### src/rtl/dtg_pkg.sv
package dtg_pkg;

    // Phase of one axis; the numeric order is also the sequence order.
    typedef enum logic [1:0] {
        PH_ACT   = 2'd0,
        PH_FRONT = 2'd1,
        PH_SYNC  = 2'd2,
        PH_BACK  = 2'd3
    } phase_e;

    // Field placement inside each geometry word.
    localparam int ROW_LSB = 0;
    localparam int COL_LSB = 16;

endpackage

### src/rtl/dtg_axis.sv
// One axis sequencer: visible, front, sync, remaining back porch.
module dtg_axis
    import dtg_pkg::*;
#(
    parameter int CNT_W = 12,
    parameter int POS_W = 14
) (
    input  logic             clk,
    input  logic             rst_n,
    input  logic             clear,
    input  logic             step,
    input  logic [CNT_W-1:0] act_m1,
    input  logic [CNT_W-1:0] fp_m1,
    input  logic [CNT_W-1:0] sync_m1,
    input  logic [CNT_W-1:0] bp_m1,
    input  logic             fp_en,
    input  logic             sync_en,
    input  logic             bp_en,
    output phase_e           phase,
    output logic [POS_W-1:0] pos,
    output logic             at_end
);

    localparam int CW = CNT_W + 1;

    typedef struct packed {
        phase_e           ph;
        logic [CW-1:0]    cnt;
        logic [POS_W-1:0] pos;
    } ax_st_t;

    ax_st_t st_d, st_q;

    logic          ph_done;
    phase_e        nxt_ph;
    logic [CW-1:0] nxt_cnt;

    always_comb begin
        ph_done = 1'b0;
        nxt_ph  = PH_ACT;
        nxt_cnt = '0;
        unique case (st_q.ph)
            PH_ACT: begin
                ph_done = (st_q.cnt == {1'b0, act_m1});
                if (fp_en)        nxt_ph = PH_FRONT;
                else if (sync_en) nxt_ph = PH_SYNC;
                else if (bp_en)   nxt_ph = PH_BACK;
                else              nxt_ph = PH_ACT;
            end
            PH_FRONT: begin
                ph_done = (st_q.cnt == {1'b0, fp_m1});
                if (sync_en)      nxt_ph = PH_SYNC;
                else if (bp_en)   nxt_ph = PH_BACK;
                else              nxt_ph = PH_ACT;
            end
            PH_SYNC: begin
                ph_done = (st_q.cnt == {1'b0, sync_m1});
                if (bp_en) begin
                    nxt_ph  = PH_BACK;
                    // back porch continues the count begun by sync
                    nxt_cnt = st_q.cnt + 1'b1;
                end else begin
                    nxt_ph  = PH_ACT;
                end
            end
            default: begin
                ph_done = (st_q.cnt >= {1'b0, bp_m1});
                nxt_ph  = PH_ACT;
            end
        endcase
        at_end = ph_done && (nxt_ph == PH_ACT);

        st_d = st_q;
        if (clear) begin
            st_d.ph  = PH_ACT;
            st_d.cnt = '0;
            st_d.pos = '0;
        end else if (step) begin
            if (ph_done) begin
                st_d.ph  = nxt_ph;
                st_d.cnt = nxt_cnt;
            end else begin
                st_d.cnt = st_q.cnt + 1'b1;
            end
            st_d.pos = at_end ? '0 : st_q.pos + 1'b1;
        end
    end

    always_ff @(posedge clk or negedge rst_n) begin
        if (!rst_n) begin
            st_q.ph  <= PH_ACT;
            st_q.cnt <= '0;
            st_q.pos <= '0;
        end else begin
            st_q <= st_d;
        end
    end

    assign phase = st_q.ph;
    assign pos   = st_q.pos;

endmodule

### src/rtl/dtg_shadow.sv
// Staged frame base address; the active copy moves only on commit.
module dtg_shadow #(
    parameter int LO_W = 32,
    parameter int HI_W = 32
) (
    input  logic                 clk,
    input  logic                 rst_n,
    input  logic                 lo_we,
    input  logic [LO_W-1:0]      lo_data,
    input  logic                 hi_we,
    input  logic [HI_W-1:0]      hi_data,
    input  logic                 commit,
    output logic [LO_W+HI_W-1:0] base
);

    typedef struct packed {
        logic [LO_W-1:0]      stage_lo;
        logic [HI_W-1:0]      stage_hi;
        logic                 pend;
        logic [LO_W+HI_W-1:0] act;
    } sh_st_t;

    sh_st_t st_d, st_q;

    always_comb begin
        st_d = st_q;
        if (commit && st_q.pend) begin
            st_d.act = {st_q.stage_hi, st_q.stage_lo};
        end
        if (hi_we) st_d.stage_hi = hi_data;
        if (lo_we) st_d.stage_lo = lo_data;
        // a write landing on the commit edge waits for the next frame
        st_d.pend = (st_q.pend && !commit) || lo_we;
    end

    always_ff @(posedge clk or negedge rst_n) begin
        if (!rst_n) st_q <= '0;
        else        st_q <= st_d;
    end

    assign base = st_q.act;

endmodule

### src/rtl/disp_timing_gen.sv
module disp_timing_gen
    import dtg_pkg::*;
#(
    parameter int CNT_W     = 12,
    parameter int ADDR_LO_W = 32,
    parameter int ADDR_HI_W = 32
) (
    input  logic                           clk,
    input  logic                           rst_n,
    input  logic [COL_LSB+CNT_W-1:0]       cfg_visible,
    input  logic [COL_LSB+CNT_W-1:0]       cfg_sync,
    input  logic [COL_LSB+CNT_W-1:0]       cfg_back,
    input  logic [COL_LSB+CNT_W-1:0]       cfg_front,
    input  logic                           en_hfp,
    input  logic                           en_hsync,
    input  logic                           en_hbp,
    input  logic                           en_vfp,
    input  logic                           en_vsync,
    input  logic                           en_vbp,
    input  logic                           pol_de,
    input  logic                           pol_hs,
    input  logic                           pol_vs,
    input  logic                           arm,
    input  logic                           auto_rpt,
    input  logic [CNT_W-1:0]               match_line,
    input  logic                           base_lo_we,
    input  logic [ADDR_LO_W-1:0]           base_lo,
    input  logic                           base_hi_we,
    input  logic [ADDR_HI_W-1:0]           base_hi,
    output logic                           hsync,
    output logic                           vsync,
    output logic                           de,
    output logic [CNT_W+1:0]               col,
    output logic [CNT_W+1:0]               row,
    output logic                           frame_start,
    output logic                           line_match,
    output logic                           idle,
    output logic [ADDR_LO_W+ADDR_HI_W-1:0] frame_base
);

    localparam int POS_W  = CNT_W + 2;
    localparam int N_AXIS = 2;   // index 0 horizontal, 1 vertical

    typedef struct packed {
        logic run;
        logic arm_prev;
    } ctl_st_t;

    ctl_st_t st_d, st_q;

    logic [N_AXIS-1:0] ax_step, ax_end, ax_fp_en, ax_sync_en, ax_bp_en;
    phase_e            ax_ph  [N_AXIS];
    logic [POS_W-1:0]  ax_pos [N_AXIS];
    logic              start, frame_end, keep_going, commit;

    assign ax_fp_en   = {en_vfp,   en_hfp};
    assign ax_sync_en = {en_vsync, en_hsync};
    assign ax_bp_en   = {en_vbp,   en_hbp};
    assign ax_step    = {st_q.run & ax_end[0], st_q.run};

    for (genvar a = 0; a < N_AXIS; a++) begin : g_axis
        localparam int LSB = (a == 0) ? COL_LSB : ROW_LSB;
        dtg_axis #(
            .CNT_W (CNT_W),
            .POS_W (POS_W)
        ) u_axis (
            .clk     (clk),
            .rst_n   (rst_n),
            .clear   (~st_q.run),
            .step    (ax_step[a]),
            .act_m1  (cfg_visible[LSB +: CNT_W]),
            .fp_m1   (cfg_front[LSB +: CNT_W]),
            .sync_m1 (cfg_sync[LSB +: CNT_W]),
            .bp_m1   (cfg_back[LSB +: CNT_W]),
            .fp_en   (ax_fp_en[a]),
            .sync_en (ax_sync_en[a]),
            .bp_en   (ax_bp_en[a]),
            .phase   (ax_ph[a]),
            .pos     (ax_pos[a]),
            .at_end  (ax_end[a])
        );
    end

    // run control
    always_comb begin
        start      = !st_q.run && arm && !st_q.arm_prev;
        frame_end  = st_q.run && ax_end[0] && ax_end[1];
        keep_going = arm && auto_rpt;
        commit     = start || (frame_end && keep_going);

        st_d          = st_q;
        st_d.arm_prev = arm;
        if (start)          st_d.run = 1'b1;
        else if (frame_end) st_d.run = keep_going;
    end

    always_ff @(posedge clk or negedge rst_n) begin
        if (!rst_n) st_q <= '0;
        else        st_q <= st_d;
    end

    dtg_shadow #(
        .LO_W (ADDR_LO_W),
        .HI_W (ADDR_HI_W)
    ) u_shadow (
        .clk     (clk),
        .rst_n   (rst_n),
        .lo_we   (base_lo_we),
        .lo_data (base_lo),
        .hi_we   (base_hi_we),
        .hi_data (base_hi),
        .commit  (commit),
        .base    (frame_base)
    );

    // outputs, all driven from registered state plus static config
    assign de          = pol_de ^ (st_q.run && ax_ph[0] == PH_ACT && ax_ph[1] == PH_ACT);
    assign hsync       = pol_hs ^ (st_q.run && ax_ph[0] == PH_SYNC);
    assign vsync       = pol_vs ^ (st_q.run && ax_ph[1] == PH_SYNC);
    assign col         = ax_pos[0];
    assign row         = ax_pos[1];
    assign frame_start = st_q.run && ax_pos[0] == '0 && ax_pos[1] == '0;
    assign line_match  = st_q.run && ax_pos[0] == '0 &&
                         ax_pos[1] == {{(POS_W-CNT_W){1'b0}}, match_line};
    assign idle        = !st_q.run;

    logic unused_cfg_gap;
    assign unused_cfg_gap = ^{cfg_visible[COL_LSB-1:CNT_W], cfg_sync[COL_LSB-1:CNT_W],
                              cfg_back[COL_LSB-1:CNT_W],    cfg_front[COL_LSB-1:CNT_W]};

endmodule

### config.mk
export PLATFORM = sky130hd
export DESIGN_NAME = disp_timing_gen
export DESIGN_NICKNAME = d
export VERILOG_FILES = /design/src/rtl/dtg_pkg.sv /design/src/rtl/dtg_axis.sv /design/src/rtl/dtg_shadow.sv /design/src/rtl/disp_timing_gen.sv
export SDC_FILE = /design/constraint.sdc
export NUM_CORES = 1
export LEC_CHECK = 0
export BUFFER_PORTS_ARGS = -buffer_cell sky130_fd_sc_hd__clkbuf_2
export CORE_ASPECT_RATIO = 0.8
export CORE_MARGIN = 4
export CORE_UTILIZATION = 49
export CTS_CLUSTER_DIAMETER = 100
export DETAILED_ROUTE_END_ITERATION = 16
export PLACE_DENSITY = 0.76
export SLEW_MARGIN = 10
export SYNTH_ARGS = -nofsm -noshare
export SYNTH_HDL_FRONTEND = slang
export SYNTH_SLANG_ARGS = --single-unit
### constraint.sdc
create_clock -name clk -period 3.1 [get_ports clk]
set_input_delay 0.775 -clock clk [delete_from_list [all_inputs] [get_ports clk]]
set_output_delay 0.775 -clock clk [all_outputs]
set_load 0.02 [all_outputs]
==> summary.txt, run 1 <==
Place
  • GP Congestion: just over 0.9
  • Post-DP HPWL: roughly 24,000 um
  • Place WS: -357 ps
  • Placed Area: between 10,000 and 15,000 um2
  • PortBufs: 284

Floorplanning
  • Initial Utilization: 50.1%
  • Die W: about 190 um
  • Die H: approximately 150 um
  • Std cell rows: between 50 and 60
  • Total die area: between 20,000 and 30,000 um2
  • CORE AREA: ~25,000 um2
  • # IOs: around 300

Finish
  • Most frequent cells in the layout: 282 x clkbuf_2, 186 x dfrtp_1, 107 x nand3_1
  • Layout cells sized above 1: 33.0%
  • Layout net count: between 1,500 and 2,000
  • Fillers: roughly 2,100
  • Commonest non-fill, non-tap cell in the layout: clkbuf_2
  • Flip-flop and latch area: ~4700 um2
  • Synth-to-Final Area Change: 17.3%
  • Fin util: just under 60%
  • Multi-input logic area: 6340 um2
  • Post-route cell area: around 14,000 um2

Drt
  • Routed wire per std cell: 19.2 um
  • Total Routed Length: 35,000 um
  • DRT antenna net count: 0
  • Drt pass-1 iters: 5
  • Routed vias/inst: roughly 6
  • Vias post-DR: 11,000
  • DRC: 0
  • Starting DRT DRC Count: about 950

Synth
  • Ys flop type: dfrtp_1
  • Yosys warns: 0
  • Post-Syn Area: approximately 12,000 um2
  • EDFF count, synth: 0
  • Yosys reg bits: 189
  • Sequential fraction of the synthesis area: 38.5%
  • Netlist cell types: between 50 and 60
  • Ys async rst share: 100%
  • Net Count, Synth: 1,570
  • Syn_area_per_cell: 9.25 um2
  • Syn Inst Count: about 1,300

Critical path
  • Req. time, crit path: approximately 3400 ps
  • CP arrival: 3480 ps
  • Crit path from: g_axis[1].u_axis.phase[1]
  • Worst setup EP type: flop
  • RR Startpoint: g_axis[1].u_axis.phase[1]
  • CP max FO: 12
  • Reg2reg setup slack: -50 ps
  • Crit start category: flop
  • Worst R2R End: u_shadow.base[32]
  • Path depth of the worst reg2reg path: 12
  • Critical Path End: u_shadow.base[32]
  • Crit path kind: flop to flop

Flow run
  • Max cap viols: 0

Clock tree
  • H-tree levels: 4
  • Clock transition at the registers of the reported paths: around 70 ps
  • Worst-Skew Late Latency: about 440 ps
  • Max Root-Sink Buffers: 2
  • Root Buffer: clkbuf_16
  • CTS Hold Buffers Added: 0
  • CTS tree: built
  • Sink Count: around 190
  • CTS Buf Count: 17

Pwr
  • PwrDens: about 420 nW/um2
  • Static leakage: 6.38 nW
  • Max IR drop VDD: 0.345 mV
  • Overall power: about 6.1 mW

Global route
  • Largest net degree at the start of global routing: ~130
  • First-pass GRT wire length: about 56,000 um
  • Antenna violations before repair: 3
  • Global route total overflow: 0
  • Vias in the first global route: about 11,000
  • Total global-route track usage: 24.5%

Timing
  • Final min period: 3150 ps
  • RSZ-0062 raised after global routing: true
  • Endpoints failing setup: 46
  • Fin. max-slew vios: 0
  • WHS: approximately 320 ps
  • Slew @ Worst Pin: between 1000 and 1500 ps
  • Peak Freq: about 0.32 GHz
  • Final worst-path setup slack: -52.2 ps
  • Worst slew margin: 32.3%
  • Final Hold Fails: 0
  • Period utilisation layout: 102%
  • Worst clock skew: between 15 and 20 ps

Min path
  • Hold Path Class: input port to async pin

Run status
  • Failing checks: negative setup slack
  • Status: finished, violations left
state kept, by name, summed over array words and instances (netlist names):
| name | count |
|---|---|
| g_axis.u_axis.pos | 28 |
| g_axis.u_axis.st_q | 26 |
| u_shadow.base | 64 |
| g_axis.u_axis.phase | 4 |
| u_shadow.st_q | 65 |
| st_q | 1 |
| ax_step | 1 |
Yosys cell counts, drive strengths merged, types with 38 or more instances:
cell type | n | share of area (%)
o311ai | 64 | 4.6
mux2 | 65 | 6.0
a21boi | 64 | 3.9
inv | 55 | 1.7
buf | 116 | 6.9
nand3 | 108 | 4.4
dfrtp | 189 | 38
clkbuf | 91 | 2.8
o211ai | 83 | 5.1
ha | 38 | 3.9
nor2 | 69 | 2.1
a21oi | 80 | 3.3
nand2 | 54 | 1.6
routing by layer:
layer | vias up | GRT usage, % | routed length, um
met2 | 471 | 39.9 | 16400
li1 | 5126 | - | -
met3 | 49 | 5.98 | 2650
met5 | - | 0 | 26
met4 | 4 | 6.02 | 561
met1 | 5365 | 33.2 | 15300
worst max-delay path, cell delays in order (launching register included):
cell and delay [ps]:
dfrtp_1 420, buf_6 140, ha_4 190, buf_4 170, a22oi_1 210, xnor2_1 90
o32ai_1 300, o2111ai_2 260, o31ai_4 300, nand3_2 140, or3_4 450, buf_6 190
o211ai_1 200
what timing repair did:
| action | 4_1_cts | 5_1_grt |
|---|---|---|
| cloned | 1 | 0 |
| setup buffers | 5 | 0 |
| setup endpoints to repair | 66 | 72 |
| gates resized for setup | 43 | 57 |
| pin swaps | 3 | 20 |
kinds of logic after synthesis:
group	Yosys count	synth area share (%)
mux	67	6.12
xor+xnor	66	4.70
fa+ha+maj	38	3.87
simple gates	327	13.1
flops	189	38.5
buf+inv	263	11.4
compound gates	379	22.2
how the worst min path moves through the flow:
stage / end / slack, ps / cells past startpoint
floorplan: ax_step[0] / 480 / 0
global placement: u_shadow.st_q[126] / 510 / 1
detailed placement: u_shadow.st_q[121] / 520 / 1
CTS: g_axis[0].u_axis.st_q[14] / 330 / 1
global route: g_axis[0].u_axis.st_q[15] / 350 / 1
finish: g_axis[0].u_axis.st_q[15] / 320 / 1
through the flow:
step           TNS (ps)  instances
3_5_place_dp     -25860       1785
3_3_place_gp     -19210       1785
6_report           -780       1824
4_1_cts           -1850       1823
5_1_grt           -8930       1824
2_1_floorplan         0       1329
where the power goes:
part | switching [mW] | internal (mW)
Sequential | 0.186 | 2.63
Clock | 1.07 | 1.14
Combinational | 0.567 | 0.521
Total | 1.82 | 4.29
area by class of cell:
cell class,count,share of cell area [%]
inverters,56,1.46
well taps,318,2.76
clock buffers,20,3.24
multi-input cells,877,44.0
flip-flops and latches,189,32.9
clock inverters,12,0.842
diodes,1,0.0174
repair buffers,351,14.8
(Power assumes the default switching activity.)
==> inputs of run 2 (changes only) <==
--- a/config.mk
+++ b/config.mk
@@ -11,4 +11,5 @@
 export CORE_UTILIZATION = 49
 export CTS_CLUSTER_DIAMETER = 100
+export CTS_CLUSTER_SIZE = 30
 export DETAILED_ROUTE_END_ITERATION = 16
 export PLACE_DENSITY = 0.76
@@ -17,2 +18,3 @@
 export SYNTH_HDL_FRONTEND = slang
 export SYNTH_SLANG_ARGS = --single-unit
+export TNS_END_PERCENT = 10
==> constraint.sdc (replaced) <==
create_clock -name clk -period 3.1 [get_ports clk]
set_input_delay 0.155 -clock clk [delete_from_list [all_inputs] [get_ports clk]]
set_output_delay 0.155 -clock clk [all_outputs]
set_load 0.02 [all_outputs]
==> run 2 against run 1 <==
Against the previous run: the flow still finishes with violations (negative setup slack); clock-buffer cell count down 2; final area up 4.2%; first-iteration DRC count up 1.1%; critical path depth up 1; clock power about the same; register-to-register slack about the same; power up 1.6%; sequential cell count unchanged; setup slack better by 5.9 ps; core utilization up 2.5 points; non-clock buffer count up 64; largest power group unchanged.
==> summary.txt, run 2 (same netlist as run 1, synthesis figures left out) <==
Run status
  • Status: finished, violations left
  • Failing checks: negative setup slack

Min path
  • Hold Path End: ax_step[0]
  • Hold Path Class: input port to flop
  • Hold Path Depth: 3
  • Hold Crit Start: auto_rpt

Clock tree
  • Root Buffer: clkbuf_16
  • Sink Count: 189 (unchanged)
  • CTS tree: built
  • Max Root-Sink Buffers: 2 (unchanged)
  • CTS Buf Count: 17 (unchanged)
  • Worst-Skew Late Latency: 440 ps (about the same)
  • H-tree levels: 4 (unchanged)
  • Clock transition at the registers of the reported paths: 70 ps (about the same)

Floorplanning
  • Total die area: 27,700 um2 (unchanged)
  • Initial Utilization: 50.1% (unchanged)
  • Std cell rows: 51 (unchanged)
  • Die H: 150 um (unchanged)
  • CORE AREA: 24,500 um2 (unchanged)
  • # IOs: 301 (unchanged)
  • Die W: 185 um (unchanged)

Critical path
  • Worst R2R End: u_shadow.base[31]
  • Worst setup EP type: flop
  • Req. time, crit path: 3450 ps (+20 ps)
  • Crit start category: flop
  • RR Startpoint: g_axis[1].u_axis.phase[1]
  • Path depth of the worst reg2reg path: 13 (+1)
  • Reg2reg setup slack: -50 ps (about the same)
  • Crit path kind: flop to flop
  • CP max FO: 9 (-3)
  • CP arrival: 3490 ps (about the same)

Finish
  • Cell Count, Final, Fillers Out: 1,888 (+3.5%)
  • Layout net count: 1,798 (+3.8%)
  • Multi-input logic area: 6300 um2 (-0.61%)
  • Biggest register: u_shadow.st_q
  • Flip-flop and latch area: 4740 um2 (unchanged)
  • Max reg flops: 65 (unchanged)
  • Post-route cell area: 15,000 um2 (+4.2%)
  • Commonest non-fill, non-tap cell in the layout: clkbuf_2
  • Antenna cells: 0 (-1)
  • Synth-to-Final Area Change: 22.2%
  • Most frequent cells in the layout: 282 x clkbuf_2, 186 x dfrtp_1, 107 x nand3_1
  • Layout cells sized above 1: 31.0% (-2.1 points)
  • Fillers: 2,049 (-3.0%)

Global route
  • Global route total overflow: 0 (unchanged)
  • Total global-route track usage: 25.5% (+1.0 points)
  • Antenna violations before repair: 0 (-3)
  • First-pass GRT wire length: 57,700 um (+3.9%)
  • Largest net degree at the start of global routing: 133 (unchanged)
  • Vias in the first global route: 11,300 (+3.3%)

Timing
  • Worst clock skew: 22.7 ps (+6.18 ps)
  • Period utilisation layout: 101% (-0.19 points)
  • Final min period: 3150 ps (-5.94 ps)
  • Slew @ Worst Pin: 1390 ps (+379 ps)
  • Fin. max-slew vios: 0 (unchanged)
  • RSZ-0062 raised after global routing: true
  • Final worst-path setup slack: -46.3 ps (+5.94 ps)
  • Final Hold Fails: 0 (unchanged)
  • Peak Freq: 0.318 GHz (+0.19%)
  • Worst slew margin: 7.05% (-25 points)
  • Endpoints failing setup: 34 (-26%)

Pwr
  • PwrDens: 414 nW/um2 (-2.5%)
  • Sequential Power Share: 45.2% (-0.9 points)
  • Clk network pwr share: 36.0% (about the same)
  • Static leakage: 6.65 nW (+4.2%)
  • Int Power: 4.32 mW (+0.70%)
  • Max IR drop VDD: 0.294 mV (-15%)
  • Comb power frac: 18.8% (+1.0 points)
  • NetSw: 1.89 mW (+3.7%)
  • Switching Fraction: 30.5% (+0.63 points)

Drt
  • DRC: 0 (unchanged)
  • Routed vias/inst: 6.06 (+0.35%)
  • Starting DRT DRC Count: 958 (+1.1%)
  • Vias post-DR: 11,400 (+3.9%)
  • Routed wire per std cell: 19.6 um (+2.3%)
  • DRT antenna net count: 0 (unchanged)
  • Total Routed Length: 37,000 um (+5.9%)
  • Drt pass-1 iters: 5 (unchanged)

Place
  • GP Congestion: 0.906 (-3.0%)
  • Dpl cells: 1,784 (-0.056%)
  • Place WS: -241 ps (+116 ps)
  • Placed Area: 13,500 um2 (-0.42%)
  • PortBufs: 284 (unchanged)
  • Post-DP HPWL: 23,600 um (-0.73%)

Flow run
  • Max cap viols: 0 (unchanged)
## run 2: cell types whose count changed in the layout (fill, tap and decap cells not counted), sizes merged
cell,delta
dlygate4sd3,+65
buf,-5
clkbuf,+2
clkinv,+1
clkinvlp,+1
diode,-1
or3,+1
## run 2: through the flow
stage          util, %  hold WS (ps)  power [mW]  setup TNS (ps)
6_report          61.3           133        6.21            -755
5_1_grt           61.3           147        6.49           -6700
4_1_cts           60.2          75.4        6.21               0
3_5_place_dp      55.0           260        3.92          -12400
3_3_place_gp      55.0           276        3.88           -5960
2_1_floorplan        -          -141        3.50               0
## run 2: power groups by stage
| stage | Sequential (mW) | Combinational [mW] | Clock [mW] |
|---|---|---|---|
| after detailed placement | 2.85 | 1.07 | 0 |
| final | 2.81 | 1.17 | 2.23 |
| after global routing | 2.83 | 1.29 | 2.37 |
| after global placement | 2.84 | 1.04 | 0 |
| after CTS | 2.80 | 1.14 | 2.27 |
| after floorplan | 2.82 | 0.681 | 0 |
## run 2: per-layer routing
layer	GRT usage [%]	wire length, um
met5	0	0
met4	6.82	516
met3	4.98	2830
met2	42.7	17800
met1	34.1	15800
## run 2: cell type report
cell class	count	area share, %
Sequential cell	189	31.5
Clock inverter	14	1.09
Multi-Input combinational cell	878	42.0
Clock buffer	18	2.92
Inverter	56	1.42
Timing Repair Buffer	415	18.4
Tap cell	318	2.65
## run 2: what timing repair did
item,4_1_cts,5_1_grt
gates resized for setup,15,60
pin swaps,2,43
setup buffers,0,1
hold buffers,65,0
endpoints found under the setup margin,65,96
hold endpoints to repair,150,0
cloned,0,6
## run 2: worst max-delay path, cell delays in order (launching register included)
cell and delay, ps:
dfrtp_1 430, inv_2 90, ha_4 180, buf_6 140, a22oi_2 190, xnor2_2 90
o41ai_2 330, o2111ai_2 210, o31ai_2 280, buf_4 160, nand3_4 90, or3_4 500
clkbuf_16 210, o211ai_1 180
## run 2: worst max path at each step
stage	depth (start not counted)	to	start
global placement	13	u_shadow.base[56]	g_axis[1].u_axis.phase[0]
CTS	13	u_shadow.base[1]	g_axis[1].u_axis.phase[0]
global route	13	u_shadow.base[58]	g_axis[1].u_axis.phase[1]
floorplan	11	u_shadow.st_q[64]	g_axis[0].u_axis.phase[0]
detailed placement	13	u_shadow.base[23]	g_axis[1].u_axis.phase[0]
finish	13	u_shadow.base[31]	g_axis[1].u_axis.phase[1]
